[config.mk]
export PLATFORM = sky130hd
export DESIGN_NAME = br_resolve
export DESIGN_NICKNAME = d
export VERILOG_FILES = /design/src/rtl/br_resolve_pkg.sv /design/src/rtl/br_ctr_unit.sv /design/src/rtl/br_cond_unit.sv /design/src/rtl/br_next_addr.sv /design/src/rtl/br_resolve.sv
export SDC_FILE = /design/constraint.sdc
export NUM_CORES = 1
export LEC_CHECK = 0
export BUFFER_PORTS_ARGS = -buffer_cell sky130_fd_sc_hd__buf_4
export CORE_AREA = 2 2 167 169
export DETAILED_ROUTE_END_ITERATION = 7
export DIE_AREA = 0 0 169 171
export HOLD_SLACK_MARGIN = 0.05
export PLACE_DENSITY_LB_ADDON = 0.05
export SYNTH_ARGS = -nofsm -noshare
export SYNTH_HDL_FRONTEND = slang
export SYNTH_SLANG_ARGS = --single-unit
[constraint.sdc]
create_clock -name clk -period 7 [get_ports clk]
set_input_delay 1.05 -clock clk [delete_from_list [all_inputs] [get_ports clk]]
set_output_delay 1.05 -clock clk [all_outputs]
set_load 0.05 [all_outputs]
[src/rtl/br_resolve_pkg.sv]
package br_resolve_pkg;
    localparam int XLEN      = 64;
    localparam int HALF      = XLEN / 2;
    localparam int CRW       = 32;
    localparam int SELW      = $clog2(CRW);
    localparam int OPTW      = 4;
    localparam int INSN_B    = 4;
    localparam int ALIGN_LSB = 2;

    // option bit positions, MSB-first numbering
    localparam int OPT_COND_IGN = 0;
    localparam int OPT_COND_VAL = 1;
    localparam int OPT_CTR_KEEP = 2;
    localparam int OPT_CTR_ZERO = 3;

    typedef struct packed {
        logic [XLEN-1:0] ctr;
        logic [XLEN-1:0] cia;
        logic [XLEN-1:0] tar;
        logic [CRW-1:0]  cr;
        logic [OPTW-1:0] opt;
        logic [SELW-1:0] sel;
        logic            link;
        logic            mode64;
    } br_op_t;

    typedef struct packed {
        logic [XLEN-1:0] ctr;
        logic            ctr_we;
        logic            taken;
        logic [XLEN-1:0] nia;
        logic [XLEN-1:0] lr;
        logic            lr_we;
    } br_res_t;

    function automatic logic opt_bit(input logic [OPTW-1:0] opt, input int idx);
        return opt[OPTW-1-idx];
    endfunction
endpackage

[src/rtl/br_ctr_unit.sv]
module br_ctr_unit #(
    parameter int XLEN = 64,
    parameter int HALF = 32
) (
    input  logic [XLEN-1:0] ctr,
    input  logic            keep,
    input  logic            want_zero,
    input  logic            mode64,
    output logic [XLEN-1:0] ctr_nxt,
    output logic            ctr_ok
);
    logic [XLEN-1:0] dec;
    logic            nz;

    assign dec     = ctr - XLEN'(1);
    assign ctr_nxt = keep ? ctr : dec;

    generate
        if (HALF < XLEN) begin : g_split
            assign nz = mode64 ? (|dec) : (|dec[HALF-1:0]);
        end else begin : g_full
            logic unused_mode;
            assign unused_mode = mode64;
            assign nz = |dec;
        end
    endgenerate

    assign ctr_ok = keep | (nz ^ want_zero);
endmodule

[src/rtl/br_cond_unit.sv]
module br_cond_unit #(
    parameter int CRW  = 32,
    parameter int SELW = 5
) (
    input  logic [CRW-1:0]  cr,
    input  logic [SELW-1:0] sel,
    input  logic            ignore,
    input  logic            expect_val,
    output logic            cond_ok
);
    localparam logic [SELW-1:0] TOP = SELW'(CRW - 1);
    logic [SELW-1:0] idx;
    logic            bit_val;

    assign idx     = TOP - sel;
    assign bit_val = cr[idx];
    assign cond_ok = ignore | (bit_val == expect_val);
endmodule

[src/rtl/br_next_addr.sv]
module br_next_addr #(
    parameter int XLEN   = 64,
    parameter int INSN_B = 4,
    parameter int ALIGN  = 2
) (
    input  logic [XLEN-1:0] cia,
    input  logic [XLEN-1:0] tar,
    input  logic            taken,
    output logic [XLEN-1:0] nia,
    output logic [XLEN-1:0] seq
);
    localparam logic [XLEN-1:0] MASK = ~XLEN'((1 << ALIGN) - 1);

    assign seq = cia + XLEN'(INSN_B);
    assign nia = taken ? (tar & MASK) : seq;
endmodule

[src/rtl/br_resolve.sv]
module br_resolve
    import br_resolve_pkg::*;
(
    input  logic            clk,
    input  logic            rst,
    input  logic            op_valid,
    input  logic [63:0]     ctr_in,
    input  logic [63:0]     cia_in,
    input  logic [31:0]     cr_in,
    input  logic [63:0]     tar_in,
    input  logic [3:0]      opt_in,
    input  logic [4:0]      crsel_in,
    input  logic            link_in,
    input  logic            mode64_in,
    output logic            res_valid,
    output logic [63:0]     ctr_out,
    output logic            ctr_we,
    output logic            taken,
    output logic [63:0]     nia_out,
    output logic [63:0]     lr_out,
    output logic            lr_we
);
    br_op_t  op;
    br_res_t res_d, res_q;
    logic    valid_q;
    logic    ctr_ok, cond_ok, take;
    logic [XLEN-1:0] ctr_nxt, nia, seq;

    always_comb begin
        op.ctr    = ctr_in;
        op.cia    = cia_in;
        op.tar    = tar_in;
        op.cr     = cr_in;
        op.opt    = opt_in;
        op.sel    = crsel_in;
        op.link   = link_in;
        op.mode64 = mode64_in;
    end

    br_ctr_unit #(.XLEN(XLEN), .HALF(HALF)) u_ctr (
        .ctr       (op.ctr),
        .keep      (opt_bit(op.opt, OPT_CTR_KEEP)),
        .want_zero (opt_bit(op.opt, OPT_CTR_ZERO)),
        .mode64    (op.mode64),
        .ctr_nxt   (ctr_nxt),
        .ctr_ok    (ctr_ok)
    );

    br_cond_unit #(.CRW(CRW), .SELW(SELW)) u_cond (
        .cr         (op.cr),
        .sel        (op.sel),
        .ignore     (opt_bit(op.opt, OPT_COND_IGN)),
        .expect_val (opt_bit(op.opt, OPT_COND_VAL)),
        .cond_ok    (cond_ok)
    );

    assign take = ctr_ok & cond_ok;

    br_next_addr #(.XLEN(XLEN), .INSN_B(INSN_B), .ALIGN(ALIGN_LSB)) u_nia (
        .cia   (op.cia),
        .tar   (op.tar),
        .taken (take),
        .nia   (nia),
        .seq   (seq)
    );

    always_comb begin
        res_d.ctr    = ctr_nxt;
        res_d.ctr_we = op_valid & ~opt_bit(op.opt, OPT_CTR_KEEP);
        res_d.taken  = op_valid & take;
        res_d.nia    = nia;
        res_d.lr     = seq;
        res_d.lr_we  = op_valid & op.link;
    end

    always_ff @(posedge clk) begin
        if (rst) begin
            valid_q <= 1'b0;
            res_q   <= '0;
        end else begin
            valid_q      <= op_valid;
            res_q.ctr_we <= res_d.ctr_we;
            res_q.taken  <= res_d.taken;
            res_q.lr_we  <= res_d.lr_we;
            if (op_valid) begin
                res_q.ctr <= res_d.ctr;
                res_q.nia <= res_d.nia;
                res_q.lr  <= res_d.lr;
            end
        end
    end

    assign res_valid = valid_q;
    assign ctr_out   = res_q.ctr;
    assign ctr_we    = res_q.ctr_we;
    assign taken     = res_q.taken;
    assign nia_out   = res_q.nia;
    assign lr_out    = res_q.lr;
    assign lr_we     = res_q.lr_we;


    valid_follow_chk: assert property (@(posedge clk) disable iff (rst)
        op_valid |=> res_valid);

    valid_drop_chk: assert property (@(posedge clk) disable iff (rst)
        !op_valid |=> !res_valid);

    ctr_dec_chk: assert property (@(posedge clk) disable iff (rst)
        (op_valid && !opt_in[1]) |=> (ctr_we && ctr_out == $past(ctr_in) - 64'd1));

    ctr_keep_chk: assert property (@(posedge clk) disable iff (rst)
        (op_valid && opt_in[1]) |=> !ctr_we);

    always_taken_chk: assert property (@(posedge clk) disable iff (rst)
        (op_valid && opt_in[3] && opt_in[1]) |=> taken);

    target_align_chk: assert property (@(posedge clk) disable iff (rst)
        taken |-> (nia_out[1:0] == 2'b00));

    link_value_chk: assert property (@(posedge clk) disable iff (rst)
        (op_valid && link_in) |=> (lr_we && lr_out == $past(cia_in) + 64'd4));

    we_needs_valid_chk: assert property (@(posedge clk) disable iff (rst)
        (ctr_we || lr_we) |-> res_valid);
endmodule

==> results of run 1 <==
cell usage in the layout, fill, tap and decap left out, types with 4 or more instances in the layout:
cell type and count:
nor3b_1 66, a21oi_1 8, nand4b_1 5, buf_4 440, o21ai_0 11, inv_1 13, mux2i_1 16, or3_1 21
and2_1 5, clkbuf_16 17, nor2b_1 8, nand3b_1 4, nor4_1 40, and4_1 10, nand2_1 113, nand3_1 30
xor2_1 63, nor2_1 242, nor4b_1 5, dfxtp_1 196, mux4_2 10, a311o_1 8, nand2b_1 10, a311oi_1 4
xnor2_1 69, clkinv_8 4, a211oi_1 114, nor3_1 101, a211o_1 54, and3_1 12, or4_1 15, nand4_1 23
per-stage QoR:
step	instance area [um^2]	hold slack [ns]	cells	power (mW)
after detailed placement	14690	0.4677	2098	2.215
after CTS	15310	0.4823	2130	3.240
final	15320	0.4773	2132	3.217
after global routing	15320	0.5021	2132	3.351
after floorplan	11430	0.6908	1429	1.873
after global placement	14690	0.4546	2098	2.208
state kept, by name, summed over array words and instances (netlist names):
register / cells
ctr_out: 64
ctr_we: 1
lr_out: 64
lr_we: 1
nia_out: 64
res_valid: 1
taken: 1
final timing paths:
| path | startpoint | endpoint | slack (ns) | depth (start not counted) |
|---|---|---|---|---|
| max | ctr_in[11] | nia_out[39] | 1.61 | 12 |
| max reg2reg | nia_out[52] | nia_out[52] | 6.16 | 2 |
| min reg2reg | nia_out[1] | nia_out[1] | 0.48 | 2 |
| min | nia_out[1] | nia_out[1] | 0.48 | 2 |
routing by layer:
layer / vias up / share of wire / wire length [um]
li1: 5826 / - / -
met1: 5424 / 0.41 / 16180
met2: 394 / 0.48 / 18790
met3: 84 / 0.071 / 2777
met4: 0 / 0.041 / 1630
met5: - / 0 / 0
final cells by class:
| cell class | instances | area, um^2 | area share |
|---|---|---|---|
| repair buffers | 442 | 3332 | 0.2175 |
| well taps | 346 | 432.9 | 0.02826 |
| flip-flops and latches | 196 | 3924 | 0.2562 |
| diodes | 2 | 5.005 | 0.0003267 |
| clock inverters | 14 | 181.4 | 0.01184 |
| inverters | 14 | 52.55 | 0.003431 |
| multi-input cells | 1100 | 6950 | 0.4538 |
| clock buffers | 18 | 439.2 | 0.02867 |
logic make-up (layout without fill, tap and decap cells):
kind of cell    count (synthesis)  in the layout  share of synthesized area
fa+ha+maj                       3              3                   0.003284
flops                         196            196                     0.3433
buf+inv                       133            488                    0.04926
simple gates                  723            723                     0.3225
other cells                     0              2                          0
compound gates                215            215                     0.1459
mux                            27             27                    0.03470
xor+xnor                      132            132                     0.1011
power by group through the flow:
stage	registers, mW	clock network (mW)	logic, mW
floorplan	1.57	0	0.298
global placement	1.27	0	0.938
detailed placement	1.27	0	0.942
CTS	1.25	1.05	0.945
global route	1.26	1.10	0.997
finish	1.25	1.03	0.940
worst max-delay path, stage by stage:
cell	delay [ns]
buf_4	0.15
or4_4	0.58
or4_1	0.69
nor4_4	0.52
xor2_1	0.11
a2111oi_0	0.50
and4_1	0.35
and4_1	0.21
or4_4	0.77
buf_4	0.38
nor3_1	0.08
a211o_1	0.28
==> flow_summary.toml, run 1 <==
[clock_tree]
cts_inserted_buffers = 17
cts_max_path_buffers = 2
ctsHoldBuffers = 0
clkLatencyLatePin_ns = 0.42
cts_resized = 0
cts_tree = "done"
cts_root_buf = "clkbuf_16"
cts.clk_slew.worst_paths_ns = 0.08
postCtsSetupBuffers = 0
clock_sinks = 196
cts_max_level = 4

[synth]
synthTopCellsByCount = "nor2_1, dfxtp_1, a211oi_1, nand2_1, nor3_1"
ys_seq_area_frac = 0.3433
synth.largest_area_cell = "dfxtp_1"
syn_area_mm2 = 0.01143
netlist-cell-type-count = 53
synth_area_leaders = "dfxtp_1, nor2_1, a211oi_1, xnor2_1, xor2_1"
ys_ff_latch = 196
synth-async-reset-ratio = 0
yosysMostFrequentCell = "nor2_1"
synth_top_area_frac = 0.3433
yosys_warnings = 0
avgSynthCellArea_um2 = 7.999
synth_fp_nets = 1670
ys.flop_type = "dfxtp_1"
netlist_instances = 1429
synth-edff-count = 0

[grt]
grt_pass1_vias = 10870
track_usage = 0.2618
use_met2 = 0.4417
grt_busiest_layer = "met2"
antenna_found_initial = 2
met3_usage = 0.05806
grt_pass1_wl_um = 59780
grt_max_degree = 110
overflow = 0
grt_use_met1 = 0.3189

[setup_path]
worstPathRequired_ns = 7.33
cp-start-kind = "input pin"
path_class = "input pin to register"
cp-end-kind = "register"
crit_arrival_ns = 5.72
worst-path-max-fanout = 90

[route]
routed_via_density = 5.501
via_count = 11730
routed_wl_um = 39380
wire_per_inst_um = 18.47
final_antenna_net_count = 0
drc_errors = 0
dr.pass1.iters = 7
first_iter_violations = 785

[final_layout]
drive_gt1_frac = 0.2769
fillers = 2687
synthToLayoutAreaGrowth_pct = 34.00
finalNetCount = 2012
final_util = 0.5606

[place]
port_buffers = 431
gp_congestion = 0.9483
dp_hpwl_um = 29780
post-place-ws_ns = 1.118

[timing]
slew_headroom = 0.2806
fin_crit_ns = 5.391
final-hold-violation-count = 0
clock_skew_ns = 0
fmax_mhz = 185.5
final_max_slew_viol_count = 0
period_share = 0.7702
tightest_slew_ns = 1.079
setup_tns_ns = 0
worst_slack_ns = 1.609
rsz0062_at_grt = "no"
setup_viol = 0

[power_and_ir_drop]
pwr-share-comb = 0.292
switching_share = 0.3601
power.leakage_nw = 6.402
peakVddDrop_mv = 0.1446
net-switching-power_mw = 1.159
internal-power_mw = 2.059
p_per_area_mw_per_mm2 = 210.0
seqPwrFrac = 0.388
clkPwrFrac = 0.320

[job]
cap_violations = 0

[die]
coreArea_mm2 = 0.02732
dieHeight_um = 171
rows = 61
die_area_mm2 = 0.02890
die_x_um = 169
io_pins = 434
start_util = 0.4184

[hold_path]
min_path_type = "register to register"

[outcome]
status = "finished, final reports clean"
(Power assumes the default switching activity.)
==> run 2: changes to the inputs <==
--- a/config.mk
+++ b/config.mk
@@ -6,9 +6,9 @@
 export NUM_CORES = 1
 export LEC_CHECK = 0
 export BUFFER_PORTS_ARGS = -buffer_cell sky130_fd_sc_hd__buf_4
-export CORE_AREA = 2 2 167 169
+export CORE_AREA = 2 2 169 171
 export DETAILED_ROUTE_END_ITERATION = 7
-export DIE_AREA = 0 0 169 171
+export DIE_AREA = 0 0 171 173
 export HOLD_SLACK_MARGIN = 0.05
 export PLACE_DENSITY_LB_ADDON = 0.05
 export SYNTH_ARGS = -nofsm -noshare
==> constraint.sdc (replaced) <==
create_clock -name clk -period 5.2 [get_ports clk]
set_input_delay 0.78 -clock clk [delete_from_list [all_inputs] [get_ports clk]]
set_output_delay 0.78 -clock clk [all_outputs]
set_load 0.05 [all_outputs]
==> run 2 against run 1 <==
- utilization about the same
- global-route usage is 0.28 points higher
- critical path depth up 1
- highest routed layer unchanged
- critical path type unchanged
- worst hold slack is essentially flat
- largest power group unchanged
==> flow_summary.toml, run 2 (synthesized netlist as in run 1, its figures left out) <==
[outcome]
status = "finished, final reports clean"

[timing]
slew_headroom = 0.2965
tightest_slew_ns = 1.055
clock_skew_ns = 0
final_max_slew_viol_count = 0
fin_crit_ns = 4.590
final-hold-violation-count = 0
holdWs_ns = 0.4776
rsz0062_at_grt = "no"
setup_tns_ns = 0
setup_viol = 0
fmax_mhz = 217.9
period_share = 0.8826

[setup_path]
worst-path-max-fanout = 50
worst-path-buf-inv = 3
critPathTopFamily = "simple AND/OR/NAND/NOR gates"
cp-start-kind = "input pin"
cp-end-kind = "register"
crit_arrival_ns = 4.96
worstPathRequired_ns = 5.57
slowest_delay_ns = 0.69
critical_path.slowest_cell = "or4_1"
cp_cell_sequence = "buf_4, or4_4, or4_1, nor4_4, nor2_1, a2111oi_0, buf_4, and4_1, a311oi_1, or4_4, buf_12, nor3_1, a211o_1"
path_class = "input pin to register"

[clock_tree]
postCtsSetupBuffers = 0
cts_root_buf = "clkbuf_16"
cts_inserted_buffers = 17
clkLatencyLatePin_ns = 0.43
cts.clk_slew.worst_paths_ns = 0.07
cts_resized = 0
clock_sinks = 196
cts_max_level = 4
ctsHoldBuffers = 0
cts_max_path_buffers = 2
cts_tree = "done"

[final_layout]
synthToLayoutAreaGrowth_pct = 35.40
fillers = 2795
drive_gt1_frac = 0.2828
layout_commonest_cell = "buf_4"
finalNetCount = 2029
finalInstanceArea_mm2 = 0.01548
final_cell_mix = "buf_4, nor2_1, dfxtp_1"

[route]
dr.pass1.iters = 6
routed_wl_um = 40640
via_count = 11760
drc_errors = 0
wire_per_inst_um = 18.65
final_antenna_net_count = 0
first_iter_violations = 848
routed_via_density = 5.395

[die]
io_pins = 434
rows = 61
coreArea_mm2 = 0.02763
start_util = 0.4137
dieHeight_um = 173
die_x_um = 171
die_area_mm2 = 0.02958

[grt]
track_usage = 0.2645
overflow = 0
antenna_found_initial = 1
grt_pass1_vias = 11090
grt_pass1_wl_um = 62150
grt_max_degree = 209

[power_and_ir_drop]
p_per_area_mw_per_mm2 = 277.1
power.leakage_nw = 6.474
peakVddDrop_mv = 0.1808

[hold_path]
min_path_type = "register to register"

[place]
port_buffers = 431
gp_congestion = 0.9120
dp_hpwl_um = 30620
place_area_mm2 = 0.01491

[job]
cap_violations = 0
[run 2: cell types whose count changed in the layout (fill, tap and decap cells not counted), moves of 2 or more]
cell and change:
clkinv_8 -4, buf_4 +13, inv_6 +2, clkinvlp_4 +3, buf_12 +4
[run 2: final timing paths]
| kind | to | slack (ns) | from | cells after the start |
|---|---|---|---|---|
| max | nia_out[13] | 0.61 | ctr_in[11] | 13 |
| min | nia_out[0] | 0.48 | nia_out[0] | 2 |
| max reg2reg | nia_out[60] | 4.35 | nia_out[60] | 2 |
| min reg2reg | nia_out[0] | 0.48 | nia_out[0] | 2 |
[run 2: per-stage QoR]
stage	power [mW]	setup WS, ns	std cells	utilization
6_report	4.289	0.6105	2179	0.5602
5_1_grt	4.469	0.2842	2179	0.5602
4_1_cts	4.319	0.6232	2178	0.5601
3_5_place_dp	3.006	0.1638	2147	0.5396
3_3_place_gp	2.994	0.1799	2147	0.5396
2_1_floorplan	2.522	0.5980	1429	-
[run 2: area by class of cell]
cell class / count / area, um^2 / share of cell area
Clock inverter: 13 / 136.4 / 0.008812
Multi-Input combinational cell: 1100 / 6950 / 0.4491
Timing Repair Buffer: 459 / 3510 / 0.2268
Inverter: 14 / 52.55 / 0.003395
Clock buffer: 18 / 429.2 / 0.02773
Sequential cell: 196 / 3924 / 0.2535
Tap cell: 378 / 473.0 / 0.03056
Antenna cell: 1 / 2.502 / 0.0001617
[run 2: report_power, final]
group / switching [mW] / internal (mW)
Clock: 0.642 / 0.676
Sequential: 0.0608 / 1.62
Combinational: 0.832 / 0.457
[run 2: worst min-delay path: stages (launching register included)]
cell and delay, ns:
dfxtp_1 0.31, nand2b_1 0.07, a21oi_1 0.05
[run 2: routing by layer]
layer	global-route usage	up-vias	wire length, um	share of wire
met5	0	-	0	0
met4	0.08121	0	966	0.024
met3	0.06065	43	2693	0.066
met2	0.4635	366	20100	0.49
met1	0.3191	5492	16880	0.42
li1	-	5855	-	-
